### config.mk
export PLATFORM = sky130hd
export DESIGN_NAME = simt_reconv_stack
export DESIGN_NICKNAME = d
export VERILOG_FILES = /design/src/rtl/dvg_pkg.sv /design/src/rtl/dvg_classify.sv /design/src/rtl/dvg_stack.sv /design/src/rtl/simt_reconv_stack.sv
export SDC_FILE = /design/constraint.sdc
export NUM_CORES = 1
export LEC_CHECK = 0
export ABC_CLOCK_PERIOD_IN_PS = 2800
export BUFFER_PORTS_ARGS = -buffer_cell sky130_fd_sc_hd__buf_2
export CAP_MARGIN = 20
export CORE_ASPECT_RATIO = 0.75
export CORE_MARGIN = 2
export CORE_UTILIZATION = 50
export DETAILED_ROUTE_END_ITERATION = 6
export PLACE_DENSITY = 0.71
export SLEW_MARGIN = 40
export SYNTH_ARGS = -nofsm -noshare
export SYNTH_HDL_FRONTEND = slang
export SYNTH_SLANG_ARGS = --single-unit
export TNS_END_PERCENT = 50
### constraint.sdc
create_clock -name clk -period 2.8 [get_ports clk]
set_input_delay 0 -clock clk [delete_from_list [all_inputs] [get_ports clk]]
set_output_delay 0 -clock clk [all_outputs]
set_load 0.1 [all_outputs]
### src/rtl/dvg_pkg.sv
package dvg_pkg;
  // One decoded action per retired step.
  typedef enum logic [2:0] {
    OP_IDLE,
    OP_SEQ,
    OP_UNI_T,
    OP_UNI_F,
    OP_DIV,
    OP_OVF,
    OP_SWAP,
    OP_POP
  } dvg_op_e;
endpackage

### src/rtl/dvg_classify.sv
module dvg_classify
  import dvg_pkg::*;
#(
  parameter int N = 8
) (
  input  logic         step,
  input  logic         is_br,
  input  logic         join_hit,
  input  logic [N-1:0] act,
  input  logic [N-1:0] taken,
  input  logic         stk_empty,
  input  logic         stk_full,
  input  logic         top_swapped,
  output dvg_op_e      op
);
  // Taken bits only count for threads that are running.
  function automatic logic [N-1:0] live_taken(input logic [N-1:0] a, input logic [N-1:0] t);
    return a & t;
  endfunction

  logic [N-1:0] tk;
  assign tk = live_taken(act, taken);

  always_comb begin
    op = OP_IDLE;
    if (step) begin
      if (join_hit && !stk_empty) op = top_swapped ? OP_POP : OP_SWAP;
      else if (join_hit)          op = OP_SEQ;
      else if (is_br) begin
        if (tk == act)            op = OP_UNI_T;
        else if (tk == '0)        op = OP_UNI_F;
        else if (stk_full)        op = OP_OVF;
        else                      op = OP_DIV;
      end else                    op = OP_SEQ;
    end
  end
endmodule

### src/rtl/dvg_stack.sv
module dvg_stack #(
  parameter int W     = 8,
  parameter int DEPTH = 4
) (
  input  logic         clk,
  input  logic         rst_n,
  input  logic         push,
  input  logic [W-1:0] push_word,
  input  logic         mark,
  input  logic         pop,
  output logic [W-1:0] top_word,
  output logic         empty,
  output logic         full
);
  // Bit 0 of a word is the "already exchanged" flag, set by mark.
  localparam int CW = $clog2(DEPTH + 1);
  localparam int AW = (DEPTH > 1) ? $clog2(DEPTH) : 1;

  logic [CW-1:0] cnt;
  logic [W-1:0]  slots [DEPTH];
  logic [AW-1:0] top_idx;

  for (genvar i = 0; i < DEPTH; i++) begin : g_slot
    logic [W-1:0] q;
    always_ff @(posedge clk) begin
      if (!rst_n)                           q <= '0;
      else if (push && cnt == CW'(i))       q <= push_word;
      else if (mark && cnt == CW'(i + 1))   q[0] <= 1'b1;
    end
    assign slots[i] = q;
  end

  always_ff @(posedge clk) begin
    if (!rst_n)                 cnt <= '0;
    else if (push && !full)     cnt <= cnt + 1'b1;
    else if (pop && !empty)     cnt <= cnt - 1'b1;
  end

  assign top_idx  = empty ? '0 : AW'(cnt - 1'b1);
  assign top_word = slots[top_idx];
  assign empty    = (cnt == '0);
  assign full     = (cnt == CW'(DEPTH));
endmodule

### src/rtl/simt_reconv_stack.sv
module simt_reconv_stack
  import dvg_pkg::*;
#(
  parameter int              N        = 8,
  parameter int              PCW      = 16,
  parameter int              DEPTH    = 4,
  parameter logic [PCW-1:0]  RESET_PC = '0
) (
  input  logic           clk,
  input  logic           rst_n,
  input  logic           step,
  input  logic           is_br,
  input  logic           join_hit,
  input  logic [N-1:0]   taken,
  input  logic [PCW-1:0] tgt_pc,
  input  logic [PCW-1:0] fall_pc,
  input  logic [PCW-1:0] join_pc,
  input  logic [PCW-1:0] seq_pc,
  output logic [N-1:0]   act_mask,
  output logic [PCW-1:0] fetch_pc,
  output logic           stall,
  output logic           overflow
);
  // Entry layout, high to low: pre-branch mask, outer join PC,
  // deferred mask, deferred PC, exchanged flag.
  localparam int EW = 2 * N + 2 * PCW + 1;

  function automatic logic [EW-1:0] pack_entry(
    input logic [N-1:0] full_m, input logic [PCW-1:0] outer,
    input logic [N-1:0] wait_m, input logic [PCW-1:0] wait_pc);
    return {full_m, outer, wait_m, wait_pc, 1'b0};
  endfunction

  function automatic logic [N-1:0] ent_full(input logic [EW-1:0] e);
    return e[EW-1 -: N];
  endfunction
  function automatic logic [PCW-1:0] ent_outer(input logic [EW-1:0] e);
    return e[EW-N-1 -: PCW];
  endfunction
  function automatic logic [N-1:0] ent_wait(input logic [EW-1:0] e);
    return e[PCW + N -: N];
  endfunction
  function automatic logic [PCW-1:0] ent_wpc(input logic [EW-1:0] e);
    return e[PCW:1];
  endfunction

  logic [N-1:0]   act_q;
  logic [PCW-1:0] pc_q;
  logic [PCW-1:0] rpc_q;
  logic           ovf_q;

  logic [EW-1:0]  top_word;
  logic           stk_empty, stk_full;
  dvg_op_e        op;

  // Named events for the checker.
  logic ev_div, ev_swap, ev_pop, ev_uni, ev_ovf;
  assign ev_div  = (op == OP_DIV);
  assign ev_swap = (op == OP_SWAP);
  assign ev_pop  = (op == OP_POP);
  assign ev_uni  = (op == OP_UNI_T) || (op == OP_UNI_F);
  assign ev_ovf  = (op == OP_OVF);

  dvg_classify #(.N(N)) u_cls (
    .step        (step),
    .is_br       (is_br),
    .join_hit    (join_hit),
    .act         (act_q),
    .taken       (taken),
    .stk_empty   (stk_empty),
    .stk_full    (stk_full),
    .top_swapped (top_word[0]),
    .op          (op)
  );

  dvg_stack #(.W(EW), .DEPTH(DEPTH)) u_stk (
    .clk       (clk),
    .rst_n     (rst_n),
    .push      (ev_div),
    .push_word (pack_entry(act_q, rpc_q, act_q & ~taken, fall_pc)),
    .mark      (ev_swap),
    .pop       (ev_pop),
    .top_word  (top_word),
    .empty     (stk_empty),
    .full      (stk_full)
  );

  always_ff @(posedge clk) begin
    if (!rst_n) begin
      act_q <= '1;
      pc_q  <= RESET_PC;
      rpc_q <= RESET_PC;
      ovf_q <= 1'b0;
    end else begin
      unique case (op)
        OP_SEQ:   pc_q <= seq_pc;
        OP_UNI_T: pc_q <= tgt_pc;
        OP_UNI_F: pc_q <= fall_pc;
        OP_DIV: begin
          act_q <= act_q & taken;
          pc_q  <= tgt_pc;
          rpc_q <= join_pc;
        end
        OP_OVF:   ovf_q <= 1'b1;
        OP_SWAP: begin
          act_q <= ent_wait(top_word);
          pc_q  <= ent_wpc(top_word);
        end
        OP_POP: begin
          act_q <= ent_full(top_word);
          pc_q  <= rpc_q;
          rpc_q <= ent_outer(top_word);
        end
        default: ;
      endcase
    end
  end

  assign act_mask = act_q;
  assign fetch_pc = pc_q;
  assign stall    = ev_swap || ev_pop;
  assign overflow = ovf_q;
endmodule

==> results of run 1 <==
==> final timing paths <==
path | startpoint | cells after the start | endpoint | slack [ps]
max | act_mask[2] | 9 | u_stk.g_slot[2].q[6] | 90
min | tgt_pc[14] | 4 | fetch_pc[14] | 10
max reg2reg | act_mask[2] | 9 | u_stk.g_slot[2].q[6] | 90
min reg2reg | u_stk.g_slot[3].q[18] | 2 | u_stk.g_slot[3].q[18] | 460
==> power groups by stage <==
stage,registers [mW],clock network [mW],logic (mW)
after detailed placement,3.63,0,1.41
after global placement,3.63,0,1.39
final,3.56,3.33,1.53
after global routing,3.57,3.51,1.62
after floorplan,3.78,0,0.801
after CTS,3.56,3.37,1.49
==> timing repair <==
item | in CTS | in global routing
endpoints found under the hold margin | 139 | 0
gates resized for setup | 0 | 3
setup endpoints to repair | 0 | 16
hold buffers | 75 | 0
==> area by class of cell <==
class | count | area share (%)
Multi-Input combinational cell | 1046 | 44.0
Sequential cell | 240 | 33.8
Timing Repair Buffer | 248 | 13.7
Clock buffer | 41 | 5.52
Tap cell | 300 | 2.64
Clock inverter | 2 | 0.246
Inverter | 6 | 0.158
==> worst reg2reg max path: cells and delay by family, from the launching register on <==
| kind | cells | cell delay (ps) |
|---|---|---|
| AOI/OAI and AO/OA | 1 | 230 |
| buffers and inverters | 3 | 880 |
| DFF | 1 | 310 |
| and+or+nand+nor | 5 | 1190 |
==> per-stage QoR <==
stage,power (mW),hold WS (ps),area [um2],utilization (%),std cells
floorplan,4.58,142,11600,-,1424
global placement,5.03,302,12600,55.2,1765
detailed placement,5.04,306,12600,55.2,1765
CTS,8.42,0.214,14200,62.1,1883
global route,8.69,72.0,14200,62.2,1883
finish,8.43,13.9,14200,62.2,1883
==> state kept, by name, summed over array words and instances (netlist names) <==
signal	flops
fetch_pc	16
u_stk.cnt	3
u_stk.g_slot.q	196
overflow	1
act_mask	8
rpc_q	16
==> placed cells by master, fill, tap and decap left out, types with 6 or more instances in the layout <==
master / netlist / routed
nand2_1: 392 / 391
nor2b_1: 11 / 11
mux2i_1: 89 / 89
dfxtp_1: 240 / 239
clkbuf_8: 0 / 10
o22a_1: 15 / 15
o21ai_0: 44 / 44
nand3_1: 41 / 41
a22oi_1: 12 / 12
nand4_1: 11 / 11
a31oi_1: 33 / 33
a21o_1: 15 / 15
o22ai_1: 31 / 31
o221ai_1: 15 / 15
buf_2: 22 / 100
a221oi_1: 43 / 43
clkbuf_16: 0 / 25
a21boi_0: 142 / 142
buf_4: 10 / 60
o311ai_0: 8 / 8
a21oi_1: 45 / 45
buf_12: 0 / 11
dlygate4sd3_1: 0 / 75
clkbuf_1: 90 / 6
nor2_1: 42 / 40
==> cells by family (layout without fill, tap and decap cells) <==
| family | after synthesis | after routing | share of synthesized area, % |
|---|---|---|---|
| AND/OR/NAND/NOR | 525 | 525 | 18.8 |
| flip-flops | 240 | 240 | 41.5 |
| adder cells (fa/ha/maj) | 6 | 6 | 0.648 |
| multiplexers | 91 | 91 | 7.89 |
| buffers and inverters | 138 | 297 | 5.10 |
| AO/OA/AOI/OAI | 424 | 424 | 26.1 |
==> per-layer routing <==
metal,up-vias,global-route usage (%),share of wire (%)
met5,-,0,0
met4,0,15.2,4.5
met3,131,5.40,7.7
met2,580,48.9,45
met1,5503,39.8,42
li1,5331,-,-
==> flow_summary.json, run 1 <==
{
  "status": "finished clean",
  "synth_most_common_cell": "nand2_1",
  "crit_chain": "nor2b_1, buf_4, nor4_1, nand2_1, buf_4, nand4_1, buf_4, nand2_1, a21boi_0",
  "drt.antenna.violating_nets": 0,
  "cts_root_buf": "clkbuf_16",
  "post_cts_buffers": 0,
  "io_buffers": 102,
  "async_reset_ff_share_pct": 0,
  "hp-class": "in -> reg",
  "pwr-share-seq_pct": 42.3,
  "gp_congestion": 0.930,
  "syn-cell-area_um2": 11600,
  "final_hold_viol_count": 0,
  "grt_usage_pct": 30.5,
  "vias": 11500,
  "drt-wirelength-per-cell_um": 20.6,
  "synth-seq-area-share_pct": 41.5,
  "drc": 0,
  "slowest_stage": "nor4_1",
  "yosysTopAreaCell": "dfxtp_1",
  "finalNetCount": 1649,
  "clk_latency_ps": 530,
  "crit_path_frequent_cell": "buf_4",
  "grt_pass1_wl_um": 59500,
  "drtIter0Drc": 1065,
  "clockBufferDepth": 3,
  "synth.distinct_cells": 53,
  "max_stage_delay_ps": 420,
  "antenna_found_initial": 0,
  "p_int_mw": 6.02,
  "crit_fanout": 29,
  "initial_core_util_pct": 50.6,
  "fin_ws_ps": 94.7,
  "cp-end-kind": "flip-flop",
  "yosysWarnings": 0,
  "setup_viol": 0,
  "syn_nets": 1507,
  "wl_um": 38800,
  "grt_start_max_net_pins": 88,
  "n_fill_cell": 1935,
  "die_h_um": 136,
  "finalCriticalPeriod_ps": 2710,
  "synth-edff-count": 0,
  "slew_headroom_pct": 53.3,
  "crit_type": "reg -> reg",
  "final.setup_skew_ps": 23.2,
  "rows": 48,
  "synthCells": 1424,
  "yosys-top-cells-area": "dfxtp_1, nand2_1, a21boi_0",
  "synth_top_cells_by_count": "nand2_1, dfxtp_1, a21boi_0",
  "power_frac_comb_pct": 18.2,
  "synth_top_area_share_pct": 41.5,
  "fin_setup_tns_ps": 0,
  "drive_above_1_share_pct": 14.8,
  "h-tree-depth": 1,
  "swShare_pct": 28.6,
  "syn_area_per_cell_um2": 8.13,
  "critPathLaunchType": "flip-flop",
  "p_switching_mw": 2.41,
  "critPathBufInv": 3,
  "worstMarginPinSlew_ps": 698,
  "clkPwrFrac_pct": 39.5,
  "cts.sinks": 240,
  "dp.final_hpwl_um": 24200,
  "core_area_um2": 22900,
  "p_leak_nw": 5.11,
  "maxCapViolations": 0,
  "overflow": 0,
  "antenna_cells": 0,
  "dieArea_um2": 24400,
  "ys_seq_elements": 240,
  "dp_slack_ps": 111,
  "dieWidth_um": 180,
  "required_ps": 3220,
  "drv_slew": 0,
  "ys.flop_type": "dfxtp_1",
  "fin_crit_sh_pct": 96.6,
  "powerDensity_nw_per_um2": 592,
  "routed_via_density": 6.13,
  "rsz0062_at_grt": "false",
  "regArea_um2": 4810,
  "grt_pass1_vias": 10800,
  "io_pins": 103,
  "arrival_ps": 3130,
  "cts_buffers": 24,
  "cp_top_family": "simple AND/OR/NAND/NOR gates",
  "syn_to_final_growth_pct": 22.9,
  "vdd_drop_max_uv": 522,
  "multi_input_area_um2": 6260,
  "clk_pin_slew_worst_paths_ps": 60,
  "fmax_mhz": 370,
  "drt_first_pass_iters": 6,
  "cts_tree": "done"
}
Note: power is estimated with default switching activity, not from simulation.
==> inputs of run 2 (changes only) <==
--- a/config.mk
+++ b/config.mk
@@ -5,14 +5,14 @@
 export SDC_FILE = /design/constraint.sdc
 export NUM_CORES = 1
 export LEC_CHECK = 0
-export ABC_CLOCK_PERIOD_IN_PS = 2800
+export ABC_CLOCK_PERIOD_IN_PS = 2900
 export BUFFER_PORTS_ARGS = -buffer_cell sky130_fd_sc_hd__buf_2
 export CAP_MARGIN = 20
 export CORE_ASPECT_RATIO = 0.75
 export CORE_MARGIN = 2
 export CORE_UTILIZATION = 50
 export DETAILED_ROUTE_END_ITERATION = 6
-export PLACE_DENSITY = 0.71
+export PLACE_DENSITY = 0.69
 export SLEW_MARGIN = 40
 export SYNTH_ARGS = -nofsm -noshare
 export SYNTH_HDL_FRONTEND = slang
==> constraint.sdc (replaced) <==
create_clock -name clk -period 2.9 [get_ports clk]
set_input_delay 0 -clock clk [delete_from_list [all_inputs] [get_ports clk]]
set_output_delay 0 -clock clk [all_outputs]
set_load 0.1 [all_outputs]
==> flow_summary.json, run 2 (same netlist as run 1, synthesis figures left out) <==
{
  "vdd_drop_max_uv": 382,
  "die_h_um": 136,
  "dp.final_hpwl_um": 23800,
  "gp_congestion": 0.957,
  "drv_slew": 0,
  "grt_pass1_wl_um": 58400,
  "drtIter0Drc": 1177,
  "cts_tree": "done",
  "pwr-share-seq_pct": 41.9,
  "fin_setup_tns_ps": 0,
  "clockBufferDepth": 3,
  "crit_type": "reg -> reg",
  "critPathLaunchType": "flip-flop",
  "io_pins": 103,
  "required_ps": 3350,
  "grt_usage_pct": 29.9,
  "fin_ws_ps": 112,
  "power_frac_comb_pct": 17.6,
  "drt_first_pass_iters": 5,
  "antenna_found_initial": 0,
  "antenna_cells": 0,
  "final_cell_area_um2": 14100,
  "finalNetCount": 1634,
  "grt_start_max_net_pins": 144,
  "final_cell_mix": "nand2_1, dfxtp_1, a21boi_0, buf_2, mux2i_1",
  "clkPwrFrac_pct": 40.5,
  "core_area_um2": 22900,
  "io_buffers": 102,
  "grtUsageMet1_pct": 42.6,
  "powerDensity_nw_per_um2": 584,
  "h-tree-depth": 1,
  "status": "finished clean",
  "worstMarginPinSlew_ps": 851,
  "p_switching_mw": 2.36,
  "top_usage_layer": "met2",
  "dp_cells": 1752,
  "cts_buffers": 24,
  "overflow": 0,
  "swShare_pct": 28.7,
  "wl_um": 38100,
  "rsz0062_at_grt": "false",
  "final_hold_viol_count": 0,
  "placed_area_um2": 12500,
  "regMostFlops": "u_stk.g_slot.q",
  "use_met2_pct": 45.7,
  "vias": 11300,
  "drt.antenna.violating_nets": 0,
  "dieWidth_um": 180,
  "grtUsageMet3_pct": 4.81,
  "drt-wirelength-per-cell_um": 20.4,
  "cts_root_buf": "clkbuf_16",
  "post_cts_buffers": 0,
  "largest_register_ffs": 196,
  "crit_fanout": 23,
  "clk_latency_ps": 530,
  "fin_crit_sh_pct": 96.1,
  "cts.sinks": 240,
  "arrival_ps": 3240,
  "drive_above_1_share_pct": 14.4,
  "initial_core_util_pct": 50.6,
  "cp-end-kind": "flip-flop",
  "syn_to_final_growth_pct": 21.7,
  "clk_pin_slew_worst_paths_ps": 70,
  "layout_commonest_cell": "nand2_1",
  "routed_via_density": 6.07,
  "fmax_mhz": 359,
  "slew_headroom_pct": 43.1,
  "p_leak_nw": 5.04,
  "dieArea_um2": 24400,
  "final.setup_skew_ps": 11.1,
  "p_int_mw": 5.87,
  "drc": 0,
  "hp-class": "in -> reg",
  "dp_slack_ps": 275,
  "setup_viol": 0,
  "maxCapViolations": 0,
  "rows": 48,
  "holdWs_ps": 78.6,
  "finalCriticalPeriod_ps": 2790,
  "grt_pass1_vias": 10400,
  "fin_cells": 1867
}
[run 2: cell type report]
cell class              instances  area (um2)
flip-flops and latches        240        4810
multi-input cells            1046        6260
clock buffers                  32         682
clock inverters                10         150
fillers                      1976        8790
inverters                       6        26.3
repair buffers                233        1790
well taps                     300         375
[run 2: metrics by stage]
stage / utilization, % / power [mW]
finish: 61.6 / 8.22
global route: 61.6 / 8.45
CTS: 61.5 / 8.21
detailed placement: 54.6 / 4.85
global placement: 54.6 / 4.84
floorplan: - / 4.42
[run 2: what timing repair did]
action,CTS,global route
hold buffers,73,0
resized for setup,0,4
setup endpoints to repair,0,2
hold endpoints to repair,146,0
[run 2: final timing paths]
| check | from | endpoint | cells after the start | slack (ps) |
|---|---|---|---|---|
| worst max-delay path | act_mask[3] | fetch_pc[13] | 9 | 110 |
| worst min-delay path | tgt_pc[14] | fetch_pc[14] | 4 | 80 |
| worst max register to register | act_mask[3] | fetch_pc[13] | 9 | 110 |
| worst min register to register | u_stk.g_slot[3].q[26] | u_stk.g_slot[3].q[26] | 2 | 460 |
[run 2: power groups by stage]
| stage | Combinational, mW | Clock, mW | Sequential, mW |
|---|---|---|---|
| finish | 1.45 | 3.33 | 3.45 |
| global placement | 1.33 | 0 | 3.52 |
| detailed placement | 1.33 | 0 | 3.52 |
| floorplan | 0.772 | 0 | 3.65 |
| global route | 1.52 | 3.48 | 3.45 |
| CTS | 1.41 | 3.35 | 3.44 |
[run 2: worst max-delay path, stage by stage (launching register included)]
cell	delay [ps]
dfxtp_1	400
nor2b_1	230
nor4_1	340
nand2_1	230
buf_4	280
a21oi_1	160
buf_4	240
a22oi_1	90
dlygate4sd3_1	570
a31oi_1	170
[run 2: layer usage]
layer / vias to the layer above / share of wire [%]
li1: 5302 / -
met4: 0 / 3.7
met5: - / 0
met2: 510 / 44
met3: 109 / 8.0
met1: 5405 / 45
==> inputs of run 3 (changes only) <==
--- a/config.mk
+++ b/config.mk
@@ -5,14 +5,14 @@
 export SDC_FILE = /design/constraint.sdc
 export NUM_CORES = 1
 export LEC_CHECK = 0
-export ABC_CLOCK_PERIOD_IN_PS = 2900
-export BUFFER_PORTS_ARGS = -buffer_cell sky130_fd_sc_hd__buf_2
+export ABC_CLOCK_PERIOD_IN_PS = 2300
 export CAP_MARGIN = 20
 export CORE_ASPECT_RATIO = 0.75
 export CORE_MARGIN = 2
 export CORE_UTILIZATION = 50
 export DETAILED_ROUTE_END_ITERATION = 6
-export PLACE_DENSITY = 0.69
+export DONT_BUFFER_PORTS = 1
+export PLACE_DENSITY = 0.68
 export SLEW_MARGIN = 40
 export SYNTH_ARGS = -nofsm -noshare
 export SYNTH_HDL_FRONTEND = slang
==> constraint.sdc (replaced) <==
create_clock -name clk -period 2.3 [get_ports clk]
set_input_delay 0 -clock clk [delete_from_list [all_inputs] [get_ports clk]]
set_output_delay 0 -clock clk [all_outputs]
set_load 0.1 [all_outputs]
==> flow_summary.json, run 3 (same netlist as run 1, synthesis figures left out) <==
{
  "status": "complete, but fails checks",
  "violations": "negative hold slack",
  "initial_core_util_pct": 50.6,
  "drt_first_pass_iters": 6,
  "vdd_drop_max_uv": 485,
  "fin_cells": 1872,
  "cts_buffers": 24,
  "swShare_pct": 28.7,
  "drv_slew": 0,
  "rr_endpoint": "u_stk.g_slot[3].q[42]",
  "final.setup_skew_ps": 14.6,
  "routed_via_density": 6.17,
  "finalCriticalPeriod_ps": 2280,
  "power_frac_comb_pct": 17.9,
  "top_usage_layer": "met2",
  "finalPower_mw": 10.0,
  "hp-class": "in -> reg",
  "cts_root_buf": "clkbuf_16",
  "rsz0062_at_grt": "true",
  "antenna_cells": 0,
  "p_switching_mw": 2.88,
  "required_ps": 2730,
  "final_cell_area_um2": 14700,
  "antenna_found_initial": 0,
  "crit_fanout": 8,
  "grt_pass1_wl_um": 60500,
  "dieWidth_um": 180,
  "arrival_ps": 2710,
  "slew_headroom_pct": 67.0,
  "die_h_um": 136,
  "core_area_um2": 22900,
  "drtIter0Drc": 1503,
  "grtUsageMet1_pct": 43.7,
  "dp.final_hpwl_um": 23700,
  "reg2regPathDepth": 10,
  "rrSetupSlack_ps": 20,
  "fin_crit_sh_pct": 99.0,
  "gp_congestion": 0.893,
  "regMostFlops": "u_stk.g_slot.q",
  "crit_type": "reg -> reg",
  "powerDensity_nw_per_um2": 685,
  "drive_above_1_share_pct": 12.0,
  "final_hold_viol_count": 198,
  "p_leak_nw": 4.97,
  "largest_register_ffs": 196,
  "drt-wirelength-per-cell_um": 21.3,
  "clk_latency_ps": 530,
  "worstHoldStart": "rst_n",
  "grt_usage_pct": 30.9,
  "wl_um": 39900,
  "holdWs_ps": -364,
  "grtUsageMet3_pct": 7.20,
  "finalNetCount": 1640,
  "io_pins": 103,
  "placed_area_um2": 12400,
  "dieArea_um2": 24400,
  "overflow": 0,
  "syn_to_final_growth_pct": 26.6,
  "final_cell_mix": "nand2_1, dfxtp_1, a21boi_0, dlygate4sd3_1, buf_4",
  "dp_cells": 1699,
  "pwr-share-seq_pct": 43.1,
  "drc": 0,
  "clkPwrFrac_pct": 38.9,
  "critPathLaunchType": "flip-flop",
  "reg2reg_from": "u_stk.cnt[0]",
  "io_buffers": 0,
  "cp-end-kind": "flip-flop",
  "layout_commonest_cell": "nand2_1",
  "vias": 11600,
  "holdPathStages": 1,
  "h-tree-depth": 1,
  "worstMarginPinSlew_ps": 496,
  "clk_pin_slew_worst_paths_ps": 60,
  "grt_pass1_vias": 10700,
  "fmax_mhz": 439,
  "clockBufferDepth": 3,
  "p_int_mw": 7.16,
  "cts_tree": "done",
  "rows": 48,
  "finish.utilization_pct": 64.1,
  "maxCapViolations": 0,
  "setup_viol": 0,
  "use_met2_pct": 47.6,
  "drt.antenna.violating_nets": 0,
  "cts.sinks": 240,
  "grt_start_max_net_pins": 290,
  "min_to": "act_mask[1]"
}
==> run 3: per-layer routing <==
layer	vias to the layer above	share of wire, %
met5	-	0
met4	0	2.2
met3	91	11
met2	631	44
met1	5521	43
li1	5307	-
==> run 3: repair_timing <==
item	4_1_cts	5_1_grt
buffers inserted	3	0
hold buffers	103	23
endpoints found under the setup margin	54	226
hold endpoints to repair	240	199
gates resized for setup	3	24
cloned	1	3
pin swaps	2	4
==> run 3: critical path, stage by stage (launching register included) <==
cell	delay, ps
dfxtp_4	380
inv_6	40
ha_4	320
nand2_2	70
a21oi_2	200
o311ai_2	150
and3_4	220
nor3_4	200
buf_6	190
buf_12	160
mux2i_1	250
==> run 3: area by class of cell <==
type                            instances  area (um2)
Timing Repair Buffer                  239        2360
Multi-Input combinational cell       1046        6320
Fill cell                            1893        8220
Clock buffer                           35         713
Inverter                                6        32.5
Sequential cell                       240        4810
Clock inverter                          6        55.1
Tap cell                              300         375
==> run 3: power by group through the flow <==
stage | clock (mW) | sequential [mW] | combinational (mW)
after global routing | 4.12 | 4.34 | 1.90
final | 3.91 | 4.34 | 1.80
after detailed placement | 0 | 4.42 | 1.60
after CTS | 3.93 | 4.33 | 1.70
after global placement | 0 | 4.42 | 1.58
after floorplan | 0 | 4.60 | 0.989
==> run 3: worst max-delay path by stage <==
stage	startpoint	slack (ps)	end
2_1_floorplan	u_stk.cnt[0]	-280	u_stk.g_slot[3].q[37]
3_3_place_gp	u_stk.cnt[1]	70	u_stk.g_slot[3].q[37]
3_5_place_dp	u_stk.cnt[1]	-40	u_stk.g_slot[3].q[37]
4_1_cts	u_stk.cnt[0]	4	u_stk.g_slot[3].q[12]
5_1_grt	u_stk.cnt[0]	-70	u_stk.g_slot[3].q[42]
6_report	u_stk.cnt[0]	20	u_stk.g_slot[3].q[42]
==> run 3: metrics by stage <==
step	setup TNS, ps	worst slack [ps]
detailed placement	-817	-43.8
global route	-86.2	-73.6
floorplan	-12400	-285
finish	0	22.1
CTS	0	4.05
global placement	0	66.0
